**src/rtl/minpos_pkg.sv**
```systemverilog
`timescale 1ns/1ps
package minpos_pkg;
    localparam int LANE_W = 16;
    localparam int LANES  = 8;
    localparam int IDX_W  = $clog2(LANES);
    localparam int LEVELS = $clog2(LANES);
    localparam int DATA_W = LANE_W * LANES;

    typedef struct packed {
        logic [IDX_W-1:0]  idx;
        logic [LANE_W-1:0] val;
    } cand_t;
endpackage

```
**src/rtl/minpos_pick.sv**
```systemverilog
`timescale 1ns/1ps
// One tree node: the lower-numbered candidate wins unless the other is strictly smaller.
module minpos_pick
    import minpos_pkg::*;
(
    input  cand_t lo_i,
    input  cand_t hi_i,
    output cand_t win_o
);
    always_comb begin
        if (hi_i.val < lo_i.val) begin
            win_o = hi_i;
        end else begin
            win_o = lo_i;
        end
    end
endmodule

```
**src/rtl/minpos_stage.sv**
```systemverilog
`timescale 1ns/1ps
// One registered tree level: halves the number of candidates.
module minpos_stage
    import minpos_pkg::*;
#(
    parameter  int NIN  = 8,
    localparam int NOUT = NIN / 2
) (
    input  logic             clk,
    input  logic             rst_n,
    input  logic             vld_i,
    input  cand_t [NIN-1:0]  c_i,
    output logic             vld_o,
    output cand_t [NOUT-1:0] c_o
);
    typedef struct packed {
        logic             vld;
        cand_t [NOUT-1:0] c;
    } stage_t;

    stage_t           st_d, st_q;
    cand_t [NOUT-1:0] win;

    for (genvar j = 0; j < NOUT; j++) begin : g_node
        minpos_pick u_pick (
            .lo_i  (c_i[2*j]),
            .hi_i  (c_i[2*j+1]),
            .win_o (win[j])
        );
    end

    always_comb begin
        st_d     = st_q;
        st_d.vld = vld_i;
        if (vld_i) begin
            st_d.c = win;
        end
    end

    always_ff @(posedge clk or negedge rst_n) begin
        if (!rst_n) begin
            st_q <= '0;
        end else begin
            st_q <= st_d;
        end
    end

    assign vld_o = st_q.vld;
    assign c_o   = st_q.c;
endmodule

```
**src/rtl/minpos_unit.sv**
```systemverilog
`timescale 1ns/1ps
module minpos_unit
    import minpos_pkg::*;
(
    input  logic              clk,
    input  logic              rst_n,
    input  logic              in_valid,
    input  logic [DATA_W-1:0] in_src,
    output logic              out_valid,
    output logic [DATA_W-1:0] out_res
);
    cand_t [LANES-1:0] lane_c;
    cand_t             fin_c;

    for (genvar i = 0; i < LANES; i++) begin : g_lane
        assign lane_c[i].idx = IDX_W'(i);
        assign lane_c[i].val = in_src[i*LANE_W +: LANE_W];
    end

    for (genvar l = 0; l < LEVELS; l++) begin : g_lvl
        localparam int NIN = LANES >> l;
        cand_t [NIN-1:0]   c_in;
        cand_t [NIN/2-1:0] c_out;
        logic              v_in;
        logic              v_out;

        if (l == 0) begin : g_src
            assign c_in = lane_c;
            assign v_in = in_valid;
        end else begin : g_chain
            assign c_in = g_lvl[l-1].c_out;
            assign v_in = g_lvl[l-1].v_out;
        end

        minpos_stage #(.NIN(NIN)) u_stage (
            .clk   (clk),
            .rst_n (rst_n),
            .vld_i (v_in),
            .c_i   (c_in),
            .vld_o (v_out),
            .c_o   (c_out)
        );
    end

    assign fin_c     = g_lvl[LEVELS-1].c_out[0];
    assign out_valid = g_lvl[LEVELS-1].v_out;

    always_comb begin
        out_res                      = '0;
        out_res[LANE_W-1:0]          = fin_c.val;
        out_res[LANE_W +: IDX_W]     = fin_c.idx;
    end
endmodule

```
**config.mk**
```make
export PLATFORM = sky130hd
export DESIGN_NAME = minpos_unit
export DESIGN_NICKNAME = d
export VERILOG_FILES = /design/src/rtl/minpos_pkg.sv /design/src/rtl/minpos_pick.sv /design/src/rtl/minpos_stage.sv /design/src/rtl/minpos_unit.sv
export SDC_FILE = /design/constraint.sdc
export NUM_CORES = 1
export LEC_CHECK = 0
export BUFFER_PORTS_ARGS = -buffer_cell sky130_fd_sc_hd__clkbuf_2
export CAP_MARGIN = 40
export CORE_UTILIZATION = 58
export DETAILED_ROUTE_END_ITERATION = 7
export PLACE_DENSITY = 0.93
export RECOVER_POWER = 25
export SYNTH_ARGS = -nofsm -noshare
export SYNTH_HDL_FRONTEND = slang
export SYNTH_SLANG_ARGS = --single-unit
```
**constraint.sdc**
```tcl
create_clock -name clk -period 3.6 [get_ports clk]
set_input_delay 0.72 -clock clk [delete_from_list [all_inputs] [get_ports clk]]
set_output_delay 0.72 -clock clk [all_outputs]
set_load 0.02 [all_outputs]
```
==> results.md <==
* Final ANT Viol Nets at 0
* Synth Instances at roughly 930
* Clock Skews at approximately 0.013 ns
* Final worst path period need at roughly 2.8 ns
* Setup TNS at 0 ns
* Most frequent cells after synthesis: 147 x mux2_2, 128 x dfrtp_1, 117 x inv_1
* Least-Margin Pin Slew at 1.32 ns
* FF-to-FF End: g_lvl[2].u_stage.c_o[6]
* Die W at ~130 um
* CTS Root Cell: clkbuf_16
* Share of the synthesized area in the top cell type at about a third
* Crit end category: register
* Critical path startpoint: in_src[11]
* Reg-to-reg slack, setup at ~1.2 ns
* Fmax at around 350 MHz
* Sink Count at 128
* Worst vdd ir at about 0.48 mV
* Core area at roughly 16,000 um^2
* Pwr/cell area at 553 nW/um^2
* Global route overflow at 0
* Setup ws final at between 0.7 and 0.8 ns
* Vias in the first global route at 7,772
* Fillcell total at about 1,100
* Period Utilization, post-route at about four fifths
* Cell Chain, Critical Path: clkbuf_2 > inv_1 > ha_1 > nand4_1 > or3_1 > o311ai_1 > a2111o_1 > buf_4 > mux2_2
* Area of the multi-input gates at 5480 um^2
* Clk slew on worst S/H paths at approximately 0.05 ns
* Via/cell ratio at between 5 and 6
* Sequential element share of the synthesized area at between 30% and 40%
* Vias at around 7,300
* 1st-pass router iterations at 5
* Crit Path Category: primary input to register
* Rows at 46
* Min Hold Slack at about 0.32 ns
* DIE AREA at about 17,000 um^2
* Fin. Hold Viols at 0
* Max-cap violations at 0
* Cell variety after synth at 42
* Ys flop type: dfrtp_1
* P&R area growth vs syn at 11.6%
* Most numerous cell in the Yosys netlist: mux2_2
* Slowest cell on crit path: or3_1
* DRT iter0 DRCs at between 400 and 500
* Critical Path RT at 3.91 ns
* EDFF count, synth at 0
* R2r startpoint: g_lvl[1].u_stage.c_o[1]
* Largest net degree at the start of global routing at 53
* First-pass GRT wire length at around 38 mm
* Stages on worst setup path at 9
* Layout cells sized above 1 at between 30% and 40%
* Hpwl dp at roughly 17 mm
* Yosys warnings at 0
* Starting density of the core at 60.4%
* Critical path peak fanout at 9
* Initial antenna violation count at 0
* Dpl ws at about 0.45 ns
* # nets final at approximately 1,300
* Clock latency on the worst-skew pair at approximately 0.43 ns
* Port Buffers at 150
* CTS resizes at 0
* Global-route usage over all layers at ~28%
* Die H at approximately 130 um
* CTS tree: done
* N_diodes at 0
* CTS buffer count at 17
* Crit path DAT at 3.14 ns
* Dominant cells by area after synthesis: dfrtp_1 33%, mux2_2 17%, ha_1 14%, buf_4 8.4%, mux2_4 5.2%
* Slew HR at ~12%
* Synth async-reset ratio at 100%
* DRC viols at 0
* Hold WC Path Type: primary input to asynchronous set/reset pin
* Synthesis-stage register bit count at 128
* Buf/Inv on CP at 3
* RSZ-0062 raised after global routing: false
* CTS Hold Bufs at 0
* Final core occ at 67.4%
* Critical Path Source Type: primary input
* Post-CTS Setup Inserts at 0
* DRT Wirelength at ~24 mm
* Final RePlAce weighted congestion at a little under 0.9
* H-tree depth at 4
* Clock buffer depth at 2
* Slowest stage delay, CP at roughly 0.40 ns
* Synthesized area at around 9700 um^2
* Post-synth top area cell: dfrtp_1
* Status: finished clean
* Seq. cell area at around 3200 um^2
* Max Slew Vio Count at 0
* Crit path capture: g_lvl[0].u_stage.c_o[0]
* IO Pins at 260
* Post-detailed-route wirelength per cell at between 15 and 20 um
* Leakage Power at around 5.7 nW
* Avg Cell Area, Syn at roughly 10 um^2
* Final setup vio count at 0
* Kind of cell adding the most delay to the critical path: compound AO/OA/AOI/OAI gates
* Reg2Reg Depth at 7
area by class of cell:
class	instances	share of cell area (%)
clock inverters	11	1.47
repair buffers	161	7.73
flip-flops and latches	128	29.5
well taps	216	2.49
multi-input cells	657	50.4
clock buffers	21	4.33
inverters	117	4.04
per-stage QoR:
stage / cells / cell area (um^2) / power [mW]
final: 1311 / 10900 / 6.00
after global routing: 1311 / 10900 / 6.28
after CTS: 1311 / 10900 / 5.98
after detailed placement: 1279 / 10200 / 4.08
after global placement: 1278 / 10200 / 3.96
after floorplan: 1041 / 10100 / 3.56
cells in the final DEF (no fill, tap or decap), types with 17 or more instances in the layout:
| cell type | count |
|---|---|
| a21oi_1 | 27 |
| clkbuf_16 | 17 |
| clkbuf_2 | 149 |
| conb_1 | 109 |
| dfrtp_1 | 128 |
| ha_1 | 105 |
| inv_1 | 117 |
| mux2_2 | 147 |
| mux2_4 | 34 |
| nand2_1 | 57 |
| nand3_1 | 18 |
| nand4_1 | 20 |
| o21ai_0 | 55 |
worst min-delay path by stage:
stage,slack [ns],end
3_5_place_dp,0.46,g_lvl[0].u_stage.c_o[74]
2_1_floorplan,0.35,g_lvl[1].u_stage.vld_o
5_1_grt,0.38,g_lvl[0].u_stage.c_o[67]
3_3_place_gp,0.45,g_lvl[0].u_stage.c_o[74]
4_1_cts,0.35,g_lvl[0].u_stage.c_o[67]
6_report,0.32,g_lvl[0].u_stage.c_o[67]
routing by layer:
metal,part of all wire (%),up-vias,GRT usage [%]
li1,-,3334,-
met1,38,3590,30.3
met2,52,299,48.9
met3,5.3,98,6.25
met4,4.7,0,18.0
met5,0,-,0
cell families after synthesis:
logic type / after synthesis / share of synthesized area, %
buffers and inverters: 256 / 15.0
flip-flops: 128 / 32.9
AO/OA/AOI/OAI: 127 / 8.94
multiplexers: 187 / 22.9
AND/OR/NAND/NOR: 129 / 6.75
adder cells (fa/ha/maj): 105 / 13.5
other: 1 / 0.0385
sequential cells by signal (all words and copies together), names as in the netlist:
| signal | count |
|---|---|
| g_lvl.u_stage.vld_o | 3 |
| g_lvl.u_stage.c_o | 125 |
report_power, final:
group          total (mW)  internal [mW]  switching [mW]
Sequential           2.05           1.79           0.266
Combinational        2.09          0.974            1.12
Clock                1.85           1.21           0.647
Total                6.00           3.97            2.03
Note: power is estimated with default switching activity, not from simulation.
